==> config.mk <==
export PLATFORM = sky130hd
export DESIGN_NAME = cfg_chain_loader
export DESIGN_NICKNAME = d
export VERILOG_FILES = /design/src/rtl/cfg_chain_pkg.sv /design/src/rtl/cfg_bit_counter.sv /design/src/rtl/cfg_shift_reg.sv /design/src/rtl/cfg_pass_mux.sv /design/src/rtl/cfg_chain_loader.sv
export SDC_FILE = /design/constraint.sdc
export NUM_CORES = 1
export LEC_CHECK = 0
export ABC_AREA = 1
export CAP_MARGIN = 40
export CORE_MARGIN = 1.5
export CORE_UTILIZATION = 45
export CTS_CLUSTER_SIZE = 8
export DETAILED_ROUTE_END_ITERATION = 8
export GPL_TIMING_DRIVEN = 0
export PLACE_DENSITY = 0.72
export SYNTH_ARGS = -nofsm -noshare
export SYNTH_HDL_FRONTEND = slang
export SYNTH_SLANG_ARGS = --single-unit
export TNS_END_PERCENT = 5
==> constraint.sdc <==
create_clock -name clk_i -period 3.8 [get_ports clk_i]
set_clock_uncertainty 0.1 [all_clocks]
set_input_delay 0.76 -clock clk_i [delete_from_list [all_inputs] [get_ports clk_i]]
set_output_delay 0.76 -clock clk_i [all_outputs]
set_load 0.01 [all_outputs]
==> src/rtl/cfg_chain_pkg.sv <==
package cfg_chain_pkg;

  typedef enum logic {
    SEL_TAIL   = 1'b0,
    SEL_BYPASS = 1'b1
  } out_sel_e;

  function automatic int unsigned cnt_width(input int unsigned n);
    return $clog2(n + 1);
  endfunction

endpackage

==> src/rtl/cfg_bit_counter.sv <==
module cfg_bit_counter #(
  parameter int unsigned N = 16
) (
  input  logic clk_i,
  input  logic rst_ni,
  input  logic shift_en_i,
  output logic loaded_o
);
  localparam int unsigned CW = cfg_chain_pkg::cnt_width(N);
  localparam logic [CW-1:0] LAST = CW'(N - 1);
  localparam logic [CW-1:0] FULL = CW'(N);

  logic [CW-1:0] cnt_q;
  logic          loaded_q;

  always_ff @(posedge clk_i or negedge rst_ni) begin
    if (!rst_ni) begin
      cnt_q    <= '0;
      loaded_q <= 1'b0;
    end else if (shift_en_i) begin
      cnt_q <= cnt_q + 1'b1;
      if (cnt_q == LAST) loaded_q <= 1'b1;
    end
  end

  assign loaded_o = loaded_q;

  a_r4_count_bounded: assert property (@(posedge clk_i) disable iff (!rst_ni)
    cnt_q <= FULL);
  a_r4_flag_matches_count: assert property (@(posedge clk_i) disable iff (!rst_ni)
    loaded_q == (cnt_q == FULL));
  a_r6_flag_sticky: assert property (@(posedge clk_i) disable iff (!rst_ni)
    loaded_q |=> loaded_q);
  a_r2_hold_count: assert property (@(posedge clk_i) disable iff (!rst_ni)
    !shift_en_i |=> $stable(cnt_q));

endmodule

==> src/rtl/cfg_shift_reg.sv <==
module cfg_shift_reg #(
  parameter int unsigned N = 16
) (
  input  logic         clk_i,
  input  logic         rst_ni,
  input  logic         shift_en_i,
  input  logic         sdata_i,
  output logic [N-1:0] data_o,
  output logic         tail_o
);
  logic [N-1:0] q;

  for (genvar i = 0; i < N; i++) begin : g_bit
    logic d;
    if (i == 0) begin : g_head
      assign d = sdata_i;
    end else begin : g_link
      assign d = q[i-1];
    end
    always_ff @(posedge clk_i or negedge rst_ni) begin
      if (!rst_ni)         q[i] <= 1'b0;
      else if (shift_en_i) q[i] <= d;
    end
  end

  assign data_o = q;
  assign tail_o = q[N-1];

  a_r2_hold_data: assert property (@(posedge clk_i) disable iff (!rst_ni)
    !shift_en_i |=> $stable(data_o));
  a_r3_head_capture: assert property (@(posedge clk_i) disable iff (!rst_ni)
    shift_en_i |=> data_o[0] == $past(sdata_i));

endmodule

==> src/rtl/cfg_pass_mux.sv <==
module cfg_pass_mux (
  input  cfg_chain_pkg::out_sel_e sel_i,
  input  logic                    tail_i,
  input  logic                    sdata_i,
  output logic                    sdata_o
);
  always_comb begin
    unique case (sel_i)
      cfg_chain_pkg::SEL_BYPASS: sdata_o = sdata_i;
      default:                   sdata_o = tail_i;
    endcase
  end
endmodule

==> src/rtl/cfg_chain_loader.sv <==
module cfg_chain_loader #(
  parameter int unsigned N = 16
) (
  input  logic         clk_i,
  input  logic         rst_ni,
  input  logic         sdata_i,
  input  logic         chain_en_ni,
  output logic         sdata_o,
  output logic         done_no,
  output logic         ready_o,
  output logic [N-1:0] cfg_o
);
  import cfg_chain_pkg::*;

  logic     loaded;
  logic     shift_en;
  logic     tail;
  out_sel_e sel;

  // capture only while enabled and not yet full
  assign shift_en = !chain_en_ni && !loaded;

  cfg_bit_counter #(.N(N)) u_cnt (
    .clk_i      (clk_i),
    .rst_ni     (rst_ni),
    .shift_en_i (shift_en),
    .loaded_o   (loaded)
  );

  cfg_shift_reg #(.N(N)) u_sreg (
    .clk_i      (clk_i),
    .rst_ni     (rst_ni),
    .shift_en_i (shift_en),
    .sdata_i    (sdata_i),
    .data_o     (cfg_o),
    .tail_o     (tail)
  );

  assign done_no = loaded ? chain_en_ni : 1'b1;
  assign ready_o = loaded && !chain_en_ni;
  assign sel     = (loaded && !chain_en_ni) ? SEL_BYPASS : SEL_TAIL;

  cfg_pass_mux u_mux (
    .sel_i   (sel),
    .tail_i  (tail),
    .sdata_i (sdata_i),
    .sdata_o (sdata_o)
  );

  a_r5_enable_high_done_high: assert property (@(posedge clk_i) disable iff (!rst_ni)
    chain_en_ni |-> done_no);
  a_r6_bypass_when_done: assert property (@(posedge clk_i) disable iff (!rst_ni)
    !done_no |-> sdata_o == sdata_i);
  a_r6_cfg_frozen_when_done: assert property (@(posedge clk_i) disable iff (!rst_ni)
    !done_no |=> $stable(cfg_o));
  a_r8_ready_vs_done: assert property (@(posedge clk_i) disable iff (!rst_ni)
    ready_o == !done_no);
  a_r7_tail_before_full: assert property (@(posedge clk_i) disable iff (!rst_ni)
    (done_no && !loaded) |-> sdata_o == cfg_o[N-1]);

endmodule

Word level (Yosys, flattened, before mapping)
Index checks and enable logic that the tools add are counted.
{"block": "totals", "output_inout_bits": 19, "in_bits": 4, "regBits": 22, "word_cells": 28}
{"block": "classes", "add_sub_neg": 1, "n_mux": 3, "reduce_logical": 5, "eq_ne": 1}
{"operator": "$add A5 B1 Y5 const B", "count": 1}
{"operator": "$eq A5 B4 Y1 const B", "count": 1}
{"operator": "$mux W1", "count": 3}
{"operator": "$logic_and A1 B1 Y1", "count": 2}
{"operator": "$logic_not A1 Y1", "count": 2}
{"operator": "$reduce_and A2 Y1", "count": 1}

Depth between registers and ports, before layout
{"block": "depth", "word_depth": 4, "ltp_mapped": 6, "depth_no_buf": 6}

Hierarchy
From an unflattened synthesis, not the netlist that was laid out.
{"block": "hier_totals", "hier_cells": 121, "area_unflattened_um2": 1096.1}
{"mod": "cfg_shift_reg", "seq_area_each_um2": 400.4, "area_per_inst_um2": 787.0, "n_inst": 1, "cells_each": 84}
{"mod": "cfg_bit_counter", "seq_area_each_um2": 150.1, "area_per_inst_um2": 272.8, "n_inst": 1, "cells_each": 28}
{"mod": "cfg_chain_loader", "seq_area_each_um2": 0.0, "area_per_inst_um2": 21.3, "n_inst": 1, "cells_each": 5}
{"mod": "cfg_pass_mux", "seq_area_each_um2": 0.0, "area_per_inst_um2": 15.0, "n_inst": 1, "cells_each": 4}

Worst setup path before layout
No wires, ideal clock.
{"block": "synth_timing", "path_type": "input to output", "from": "in chain_en_ni", "to": "out sdata_o", "path_stages": 5, "required_time_ns": 2.940, "path_buffers": 0, "slack_ns": 1.686, "arrival_time_ns": 1.254, "path_cell_list": "inv_2 -> nand2_1 -> inv_1 -> nand2_1 -> o21ai_1"}
{"block": "synth_between", "elab_chain_cells": 4}
{"item": "start: declaration", "line": "cfg_chain_loader.sv:7", "rtl": "input logic chain_en_ni,"}
{"item": "$logic_not A1 Y1"}
{"item": "$logic_and A1 B1 Y1"}
{"item": "via ready_o", "line": "cfg_chain_loader.sv:10", "rtl": "output logic ready_o,"}
{"item": "$mux W1", "line": "cfg_chain_loader.sv:41", "rtl": "assign sel = (loaded && !chain_en_ni) ? SEL_BYPASS : SEL_TAIL;"}
{"item": "$mux W1", "line": "cfg_pass_mux.sv:8", "rtl": "unique case (sel_i)"}
{"item": "end: declaration", "line": "cfg_chain_loader.sv:8", "rtl": "output logic sdata_o,"}
The timed path passes the listed nets, and every way through them passes these cells.

Worst setup path in the final report
{"block": "layout_timing", "from": "in chain_en_ni", "to": "out sdata_o"}
{"block": "layout_between", "elab_chain_cells": 4}
{"item": "$logic_not A1 Y1", "line": "cfg_chain_loader.sv:41"}
{"item": "$logic_and A1 B1 Y1", "line": "cfg_chain_loader.sv:41"}
{"item": "$mux W1", "line": "cfg_chain_loader.sv:41"}
{"item": "$mux W1", "line": "cfg_pass_mux.sv:8"}
Every way passes these cells.

==> metrics.txt <==
status finished, final reports clean; largest family of logic cells by synthesized area buffers and inverters; largest area contributor in the netlist dfrtp_1; clk_lat worst skew about 0.30 ns; reg2reg start u_cnt.cnt_q[0]; largest net degree at the start of global routing 16; vias 768; final count of pins violating max slew 0; First-pass DRT Iterations 4; initial antenna violation count 0; antenna-violating nets left 0; count leader, synth nand2_1; worst slew pin tran 0.380 ns; Reg2Reg Depth 5; # hold bufs at CTS 0; Syn Inst Count between 100 and 150; Synth Area in Adders 0.0238; share of cells above drive strength 1 0.196; port bufs 22; clock sinks 22; Leakage approximately 0.68 nW; die area 2640 um^2; Root Driver clkbuf_4; overall routing resource usage 0.156; Detailed Route WL approximately 1.7 mm; number of synthesized flops with an enable pin 0; Setup WS pre-CTS about 0.76 ns; Startpoint Class input pin; top cells by count, synth 39 x nand2_1, 22 x dfrtp_1, 16 x buf_4, 11 x inv_1, 9 x o21ai_0; mapped cell area 1050 um^2; Tmin final 3.05 ns; Critical Path RT just under 3 ns; synth warn 0; Max-cap violations 0; Avg WL per Cell 9.90 um; HPWL after detailed placement roughly 1.3 mm; Seq cells post-synth 22; syn_area_per_cell around 9.1 um^2; worst hold path type reg -> reg; global-route wire length before repair approximately 3 mm; DR vias/cell about 4.5; synth top area cells dfrtp_1 52%, nand2_1 14%, buf_4 11%, o21ai_0 4.3%, inv_1 3.9%; Setup TNS 0 ns; filler cell count between 200 and 250; Critical R2R Capture u_cnt.cnt_q[4]; Area Overhead vs Synth 29.1%; post-route core utilization 0.615; Setup crit end kind primary output; post-synthesis simple-gate area fraction 0.178; Peak VDD IR a little over 0.3 mV; CTS tree built; Die Wd 51.4 um; FFs w/ async S/R, synth 1.00; IO Pins 23; final setup violation count 0; Placeable Area 2210 um^2; instance area at placement ~1300 um^2; CP arrival roughly 2.2 ns; crit path capture sdata_o; Max Clock Freq 0.328 GHz; Nets 150; Longest Clk Path Bufs 2; Synth cell types 16; vias in the first global route ~730; ant diodes 0; worst relative slew slack 0.746; FP Rows 17; share of the synthesized area in the top cell type 0.523; Worst-path clk slew 0.11 ns; mux cell area share after synthesis 0; final hold violation count 0; pwr dens just under 300 nW/um^2; DRT iter0 DRCs 17; crit path kind in -> out; compound-cell area share of the yosys netlist 0.0665; Max FO, Critical Path 3; Setup WS post-layout 0.747 ns; postcts setup bufs 0; R2R Setup Slk around 2.4 ns; post-CTS resize count 0; RePlAce Congestion 0.724; chip height 51.4 um; final instance area between 1000 and 1500 um^2; Tcrit/Tclk final 0.804; unrepaired setup endpoints after global routing false; CP startpoint chain_en_ni; DRC viols 0; Initial Utilization 0.476; xor and xnor area share after synthesis 0.00831; syn nets 122; H-tree Lvls 1; Seq/Total Area, Yosys 0.523; grt ovf 0; total CTS buffers 3; Post-synth top flop dfrtp_1
how the worst min path moves through the flow:
stage                              start              to  slack [ns]  cells after the start
after CTS                 u_cnt.cnt_q[3]  u_cnt.cnt_q[3]        0.40                      2
after floorplan           u_cnt.cnt_q[3]  u_cnt.cnt_q[3]        0.34                      2
final                     u_cnt.cnt_q[3]  u_cnt.cnt_q[3]        0.39                      2
after global routing      u_cnt.cnt_q[3]  u_cnt.cnt_q[3]        0.43                      2
after global placement    u_cnt.cnt_q[3]  u_cnt.cnt_q[3]        0.36                      2
after detailed placement  u_cnt.cnt_q[3]  u_cnt.cnt_q[3]        0.37                      2
kinds of logic (layout without fill, tap and decap cells):
kind of cell	count (synthesis)	in the layout
simple gates	45	45
buf+inv	32	59
flops	22	22
compound gates	14	14
fa+ha+maj	2	2
xor+xnor	1	1
worst max-delay path, stage by stage:
cell and delay [ns]:
clkdlybuf4s50_1 0.54, inv_2 0.08, nand2_1 0.08, inv_1 0.07
o21ai_1 0.12, clkdlybuf4s50_1 0.55
metal layers:
| layer | track usage | routed length (um) | vias to the layer above |
|---|---|---|---|
| met5 | 0 | 0 | - |
| met4 | 0.0789 | 33 | 0 |
| met3 | 0.0351 | 71 | 4 |
| met2 | 0.252 | 770 | 18 |
| met1 | 0.196 | 817 | 352 |
| li1 | - | - | 394 |
layout by cell type (no fill, tap or decap), drive strengths merged:
master / count
buf: 18
clkbuf: 6
clkdlybuf4s50: 22
dfrtp: 22
ha: 2
inv: 13
nand2: 40
nand3: 2
nor2: 2
nor3: 1
o21ai: 14
xor2: 1
registers in the layout, summed over array words and instances (netlist names):
name            flops
u_cnt.loaded_o      1
u_sreg.tail_o       1
u_sreg.g_bit.d     15
u_cnt.cnt_q         5
area by class of cell:
| class | instances | area, um^2 | area share |
|---|---|---|---|
| Tap cell | 28 | 35.0 | 0.0258 |
| Inverter | 13 | 48.8 | 0.0359 |
| Multi-Input combinational cell | 62 | 292 | 0.214 |
| Sequential cell | 22 | 551 | 0.405 |
| Clock buffer | 4 | 36.3 | 0.0267 |
| Timing Repair Buffer | 23 | 235 | 0.173 |
| Buffer | 19 | 163 | 0.120 |
per-stage QoR:
stage,hold slack [ns],std cells,power [mW]
floorplan,0.341,116,0.259
global placement,0.356,166,0.280
detailed placement,0.370,167,0.282
CTS,0.398,171,0.409
global route,0.433,171,0.423
finish,0.391,171,0.402
power breakdown:
group,switching [mW],internal [mW]
clock,0.0669,0.0584
combinational,0.0155,0.0203
sequential,0.00247,0.238
total,0.0848,0.317
Power figures use the tool's default switching activity.
